$ cat src/rtl/lsc_pkg.sv
// Shared types for the link synchronization controller.
// Assumes two-bit lane phase codes and two-bit controller state codes.
package lsc_pkg;

    typedef enum logic [1:0] {
        PH_INIT  = 2'd0,
        PH_CHECK = 2'd1,
        PH_DATA  = 2'd2
    } lane_phase_e;

    typedef enum logic [1:0] {
        LS_IDLE     = 2'd0,
        LS_WAIT     = 2'd1,
        LS_DEGLITCH = 2'd2,
        LS_SYNC     = 2'd3
    } link_state_e;

endpackage

$ cat src/rtl/lsc_lane_gate.sv
// Per-lane phase decode and frame-alignment event gating.
// Flags each lane that is in DATA (combinational) and registers its
// frame-alignment strobe only when the lane is in DATA and the link is enabled.
// Assumes lane_phase packs lane i at bits [2i+1:2i].
module lsc_lane_gate
    import lsc_pkg::*;
#(
    parameter int NUM_LANES = 4
) (
    input  logic                   clk,
    input  logic                   rst_n,
    input  logic                   link_en,
    input  logic [2*NUM_LANES-1:0] lane_phase,
    input  logic [NUM_LANES-1:0]   lane_frame_err,
    output logic [NUM_LANES-1:0]   lane_in_data,
    output logic [NUM_LANES-1:0]   frame_err_evt
);

    for (genvar g = 0; g < NUM_LANES; g++) begin : g_lane
        // Decode whether this lane currently reports DATA.
        always_comb begin
            lane_in_data[g] = (lane_phase[2*g +: 2] == PH_DATA);
        end

        // Register the frame error only for an enabled lane in DATA.
        always_ff @(posedge clk) begin
            if (!rst_n || !link_en) begin
                frame_err_evt[g] <= 1'b0;
            end else begin
                frame_err_evt[g] <= lane_frame_err[g] & lane_in_data[g];
            end
        end

        AST_FRAME_GATED: assert property (@(posedge clk) disable iff (!rst_n)
            frame_err_evt[g] |-> ($past(lane_phase[2*g +: 2]) == PH_DATA) && $past(link_en))
            else $error("frame event from lane outside DATA");
    end

endmodule

$ cat src/rtl/lsc_link_fsm.sv
// Link state machine with deglitch window.
// Moves idle -> waiting -> deglitch -> synchronized. The deglitch needs
// DEGLITCH_CYCLES consecutive all-DATA clocks, including the first one seen
// while waiting. Any dropout returns to waiting. Disable returns to idle.
module lsc_link_fsm
    import lsc_pkg::*;
#(
    parameter int DEGLITCH_CYCLES = 256
) (
    input  logic       clk,
    input  logic       rst_n,
    input  logic       link_en,
    input  logic       all_data,
    output logic [1:0] state,
    output logic       enter_sync
);

    localparam int CNT_W = $clog2(DEGLITCH_CYCLES) + 1;
    localparam logic [CNT_W-1:0] CNT_LAST = CNT_W'(DEGLITCH_CYCLES - 1);

    link_state_e      state_q, state_d;
    logic [CNT_W-1:0] cnt_q, cnt_d;

    // Next-state and deglitch counter logic.
    always_comb begin
        state_d = state_q;
        cnt_d   = cnt_q;
        if (!link_en) begin
            state_d = LS_IDLE;
            cnt_d   = '0;
        end else begin
            unique case (state_q)
                LS_IDLE: begin
                    state_d = LS_WAIT;
                    cnt_d   = '0;
                end
                LS_WAIT: begin
                    if (all_data) begin
                        state_d = LS_DEGLITCH;
                        cnt_d   = CNT_W'(1);
                    end
                end
                LS_DEGLITCH: begin
                    if (!all_data) begin
                        state_d = LS_WAIT;
                        cnt_d   = '0;
                    end else if (cnt_q == CNT_LAST) begin
                        state_d = LS_SYNC;
                        cnt_d   = '0;
                    end else begin
                        cnt_d = cnt_q + CNT_W'(1);
                    end
                end
                LS_SYNC: begin
                    state_d = LS_SYNC;
                end
                default: state_d = LS_IDLE;
            endcase
        end
    end

    // State and counter registers.
    always_ff @(posedge clk) begin
        if (!rst_n) begin
            state_q <= LS_IDLE;
            cnt_q   <= '0;
        end else begin
            state_q <= state_d;
            cnt_q   <= cnt_d;
        end
    end

    // Flag the clock that enters the synchronized state.
    always_comb begin
        enter_sync = (state_q == LS_DEGLITCH) && (state_d == LS_SYNC);
    end

    assign state = state_q;

    AST_SYNC_AFTER_DATA: assert property (@(posedge clk) disable iff (!rst_n)
        (state_q == LS_SYNC && $past(state_q) != LS_SYNC) |-> $past(all_data) && $past(state_q) == LS_DEGLITCH)
        else $error("synchronized entered without all lanes in DATA");

    AST_DROPOUT_RESTART: assert property (@(posedge clk) disable iff (!rst_n)
        (state_q == LS_DEGLITCH && !all_data && link_en) |=> (state_q == LS_WAIT))
        else $error("dropout did not restart deglitch");

    AST_SYNC_HELD: assert property (@(posedge clk) disable iff (!rst_n)
        (state_q == LS_SYNC && link_en) |=> (state_q == LS_SYNC))
        else $error("synchronized state lost while enabled");

    AST_DISABLE_IDLE: assert property (@(posedge clk) disable iff (!rst_n)
        !link_en |=> (state_q == LS_IDLE))
        else $error("disable did not return to idle");

endmodule

$ cat src/rtl/lsc_err_counter.sv
// Saturating error accumulator.
// Adds the number of set lane error strobes each clock. Clears on entry to
// the synchronized state and while the link is disabled.
module lsc_err_counter #(
    parameter int NUM_LANES = 4,
    parameter int ERR_W     = 16
) (
    input  logic                 clk,
    input  logic                 rst_n,
    input  logic                 link_en,
    input  logic                 clear,
    input  logic [NUM_LANES-1:0] lane_err,
    output logic [ERR_W-1:0]     count
);

    localparam logic [ERR_W-1:0] CNT_MAX = '1;

    logic [ERR_W:0] inc;
    logic [ERR_W:0] sum;

    // Population count of this clock's error strobes.
    always_comb begin
        inc = '0;
        for (int i = 0; i < NUM_LANES; i++) begin
            inc = inc + (ERR_W+1)'(lane_err[i]);
        end
        sum = {1'b0, count} + inc;
    end

    // Accumulate with saturation; clear on reset, disable or sync entry.
    always_ff @(posedge clk) begin
        if (!rst_n || !link_en || clear) begin
            count <= '0;
        end else if (sum > {1'b0, CNT_MAX}) begin
            count <= CNT_MAX;
        end else begin
            count <= sum[ERR_W-1:0];
        end
    end

    AST_CLEAR_ON_SYNC: assert property (@(posedge clk) disable iff (!rst_n)
        clear |=> (count == '0))
        else $error("count not cleared on sync entry");

    AST_NO_WRAP: assert property (@(posedge clk) disable iff (!rst_n)
        (count == CNT_MAX && link_en && !clear) |=> (count == CNT_MAX))
        else $error("count wrapped past maximum");

    AST_DISABLED_ZERO: assert property (@(posedge clk) disable iff (!rst_n)
        !link_en |=> (count == '0))
        else $error("count moved while disabled");

endmodule

$ cat src/rtl/link_sync_ctrl.sv
// Link-level synchronization controller for a multi-lane receiver.
// Combines per-lane gating, the deglitching link state machine and the
// saturating error counter. Assumes all inputs are synchronous to clk.
module link_sync_ctrl
    import lsc_pkg::*;
#(
    parameter int NUM_LANES       = 4,
    parameter int DEGLITCH_CYCLES = 256,
    parameter int ERR_W           = 16
) (
    input  logic                   clk,
    input  logic                   rst_n,
    input  logic                   link_en,
    input  logic [2*NUM_LANES-1:0] lane_phase,
    input  logic [NUM_LANES-1:0]   lane_err,
    input  logic [NUM_LANES-1:0]   lane_frame_err,
    output logic [1:0]             link_state,
    output logic                   link_synced,
    output logic [ERR_W-1:0]       err_count,
    output logic [NUM_LANES-1:0]   frame_err_evt
);

    logic [NUM_LANES-1:0] lane_in_data;
    logic                 all_data;
    logic                 enter_sync;

    lsc_lane_gate #(.NUM_LANES(NUM_LANES)) u_gate (
        .clk            (clk),
        .rst_n          (rst_n),
        .link_en        (link_en),
        .lane_phase     (lane_phase),
        .lane_frame_err (lane_frame_err),
        .lane_in_data   (lane_in_data),
        .frame_err_evt  (frame_err_evt)
    );

    // Link is all-DATA only when every lane reports DATA.
    always_comb begin
        all_data = &lane_in_data;
    end

    lsc_link_fsm #(.DEGLITCH_CYCLES(DEGLITCH_CYCLES)) u_fsm (
        .clk        (clk),
        .rst_n      (rst_n),
        .link_en    (link_en),
        .all_data   (all_data),
        .state      (link_state),
        .enter_sync (enter_sync)
    );

    lsc_err_counter #(.NUM_LANES(NUM_LANES), .ERR_W(ERR_W)) u_errs (
        .clk      (clk),
        .rst_n    (rst_n),
        .link_en  (link_en),
        .clear    (enter_sync),
        .lane_err (lane_err),
        .count    (err_count)
    );

    // Synchronized flag decoded from the registered state.
    always_comb begin
        link_synced = (link_state == LS_SYNC);
    end

endmodule

$ cat config.mk
export PLATFORM = sky130hd
export DESIGN_NAME = link_sync_ctrl
export DESIGN_NICKNAME = d
export VERILOG_FILES = /design/src/rtl/lsc_pkg.sv /design/src/rtl/lsc_lane_gate.sv /design/src/rtl/lsc_link_fsm.sv /design/src/rtl/lsc_err_counter.sv /design/src/rtl/link_sync_ctrl.sv
export SDC_FILE = /design/constraint.sdc
export NUM_CORES = 1
export LEC_CHECK = 0
export CAP_MARGIN = 20
export CORE_MARGIN = 2
export CORE_UTILIZATION = 45
export CTS_CLUSTER_DIAMETER = 120
export DETAILED_ROUTE_END_ITERATION = 12
export PLACE_DENSITY = 0.74
export SLEW_MARGIN = 20
export SYNTH_ARGS = -nofsm -noshare
export SYNTH_HDL_FRONTEND = slang
export SYNTH_SLANG_ARGS = --single-unit
$ cat constraint.sdc
create_clock -name clk -period 3.71 [get_ports clk]
set_input_delay 0.742 -clock clk [delete_from_list [all_inputs] [get_ports clk]]
set_output_delay 0.742 -clock clk [all_outputs]
set_load 0.02 [all_outputs]
==> reports/results.ini, run 1 <==
[place]
pre_cts_ws_ns=-0.00363
dp_hpwl_mm=2.88
place_congestion=0.818
portBuffers=41

[sta]
worst_slack_ns=0.245
hold_viol=0
finalSetupViolations=0
min_period_ns=3.47
worst_pin_slew_ns=0.892
rsz0062_at_grt=no
setup_tns_ns=0
finalClockSkew_ns=0.00962
slew_viol_final=0
fin_crit_sh=0.934
clock.fmax_mhz=289
slew_headroom=0.403

[setup_path]
crit_path_max_incr_delay_ns=0.41
crit_chain=clkdlybuf4s50_1 > ha_1 > inv_1 > fa_1 > inv_1 > ha_1 > inv_1 > fa_1 > nor2b_1 > o21ai_0 > or3b_1 > buf_4 > a21oi_1
required_ns=3.91
startpoint=lane_err[0]
start_kind=primary input
timing.rr.start=u_errs.count[0]
r2r_slack_ns=1.05
reg2regPathDepth=11
worst-path-max-fanout=11
crit_type=in -> reg
critPathCapture=u_errs.count[11]
reg2reg_to=u_errs.count[11]
crit_family=adder cells
cp.arrival_ns=3.66
critPathBufInv=5
cp_slowest_cell=clkdlybuf4s50_1
worst-path-stages=13
end_kind=flip-flop
cpMostUsedCell=inv_1

[global_routing]
grtUsageMet2=0.339
grt_usage=0.193
antenna_found_initial=0
grt_pass1_wl_mm=6.44
overflow=0
grtUsageMet1=0.234
grtUsageMet3=0.0538
grt.busiest_layer=met2
grt_max_degree=17
grt_pass1_vias=1489

[clocking]
numCtsBuffers=5
cts.reportedPaths.clkPinSlew_ns=0.06
cts_hold_buf=0
root_buffer=clkbuf_8
cts_setup_buffers=0
cts_buffer_depth=2
cts-htree-levels=2
cts_tree=built
insertion_delay_ns=0.28
cts.sinks=31

[finish]
antenna_cells=0
area_delta_synth_final_pct=36.2
final_core_util=0.633
fillers=304
nets=262
drive_gt1_frac=0.0952

[yosys]
synth_top_flop_cell=dfxtp_1
yosysSeqAreaShare=0.371
async_flop_share=0
synth.avg_cell_area_um2=9.25
yosys.area.top_type=dfxtp_1
synthesis.area_um2=1670
yosysUniqueCellTypes=43
ys_top_cells_by_area=dfxtp_1 (37%), ha_1 (8.2%), a21oi_1 (5.7%)
ys_ff_latch=31
synth_common_cells=dfxtp_1 (31), a21oi_1 (19), nor2_1 (14)
synthCells=181
yosysTopAreaCellShare=0.371
yosysWarnings=0
synth_edf_count=0
post-synth-top-count-cell=dfxtp_1
synth_nets=213

[drt]
route.detailed.drc=0
drt-total-wl_mm=3.82
vias_per_cell=5.40
drt_iter0_drc=71
vias=1507
wl_per_cell_um=13.7
ant_nets=0
firstDrtPassIters=4

[die]
start_util=0.464
rows=22
die_y_um=65.0
fp.coreArea_um2=3610
ios=42
dieArea_um2=4220
die_w_um=65.0

[power]
peakVddDrop_mv=0.488
powerDensity_nw_per_um2=341
power.leakage_nw=0.832

[job]
maxCapViolCount=0

[hold_path]
hold_path.class=reg -> reg

[status]
status=finished, final reports clean

## placed cells by master, fill, tap and decap left out, types with 7 or more instances in the layout
master / instances
o21ai_0: 7
inv_1: 10
xor2_1: 7
ha_1: 11
nor2_1: 14
dfxtp_1: 31
nand3_1: 7
a21oi_1: 19
clkdlybuf4s50_1: 41
nand2_1: 10
xnor2_1: 7
## kinds of logic (layout without fill, tap and decap cells)
| kind of cell | count (synthesis) | count (layout) | share of synthesized area |
|---|---|---|---|
| AO/OA/AOI/OAI | 40 | 40 | 0.161 |
| AND/OR/NAND/NOR | 70 | 70 | 0.257 |
| flip-flops | 31 | 31 | 0.371 |
| adder cells (fa/ha/maj) | 13 | 13 | 0.106 |
| XOR/XNOR | 14 | 14 | 0.0732 |
| buffers and inverters | 13 | 63 | 0.0321 |
## how the worst min path moves through the flow
stage | start | to | slack [ns] | cells past startpoint
after floorplan | u_fsm.cnt_q[8] | u_fsm.cnt_q[8] | 0.41 | 2
final | u_fsm.cnt_q[8] | u_fsm.cnt_q[8] | 0.44 | 2
after global routing | u_fsm.cnt_q[8] | u_fsm.cnt_q[8] | 0.46 | 2
after detailed placement | u_fsm.cnt_q[8] | u_fsm.cnt_q[8] | 0.43 | 2
after global placement | u_fsm.cnt_q[8] | u_fsm.cnt_q[8] | 0.42 | 2
after CTS | u_fsm.cnt_q[8] | u_fsm.cnt_q[8] | 0.44 | 2
## state kept, by name (all words and copies together) (netlist names)
signal                flops
u_fsm.state               2
u_errs.count             16
u_gate.frame_err_evt      4
u_fsm.cnt_q               9
## stage by stage
step / instance area (um2) / hold slack (ns) / power, W / cells
after detailed placement: 2160 / 0.427 / 0.000446 / 271
after CTS: 2280 / 0.435 / 0.000785 / 279
final: 2280 / 0.445 / 0.000778 / 279
after global routing: 2280 / 0.456 / 0.000810 / 279
after floorplan: 1670 / 0.407 / 0.000403 / 181
after global placement: 2160 / 0.418 / 0.000444 / 271
## worst register-to-register path, stage by stage, from the launching register on
cell,delay (ns)
dfxtp_1,0.33
inv_1,0.06
fa_1,0.46
inv_1,0.07
ha_1,0.16
inv_1,0.05
fa_1,0.39
nor2b_1,0.17
o21ai_0,0.14
or3b_1,0.41
buf_4,0.19
a21oi_1,0.14
## layer usage
| layer | part of all wire | up-vias |
|---|---|---|
| met5 | 0 | - |
| met4 | 0.0031 | 0 |
| met3 | 0.039 | 2 |
| met2 | 0.51 | 28 |
| met1 | 0.45 | 722 |
| li1 | - | 755 |
## power breakdown
| part | switching [W] | internal [W] | leakage, nW |
|---|---|---|---|
| clock | 0.000122 | 0.000217 | 0.0612 |
| combinational | 0.0000453 | 0.0000504 | 0.520 |
| sequential | 0.00000391 | 0.000339 | 0.250 |
## timing repair
item,CTS,global route
setup endpoints to repair,0,1
hold endpoints to repair,0,0
gates resized for setup,0,1
## cell type report
type / instances / area (um2) / share of cell area
tap: 48 / 60.1 / 0.0263
inverter: 10 / 37.5 / 0.0165
multi-input combinational: 137 / 1000 / 0.440
clock inverter: 2 / 35.0 / 0.0154
clock buffer: 6 / 82.6 / 0.0362
sequential: 31 / 621 / 0.272
timing repair buffer: 45 / 440 / 0.193
No activity file was read; power rests on OpenSTA's default activity.
==> run 2: changes to the inputs <==
Settings changed: CTS_CLUSTER_SIZE set to 20, HOLD_SLACK_MARGIN set to 0.03.
==> results of run 2 <==
Final layout, timing and power as in run 1 (identical DEF).
==> run 3: changes to the inputs <==
Settings changed: CTS_CLUSTER_SIZE 20 to 12.
==> results of run 3 <==
Final layout, timing and power as in run 1 (identical DEF).
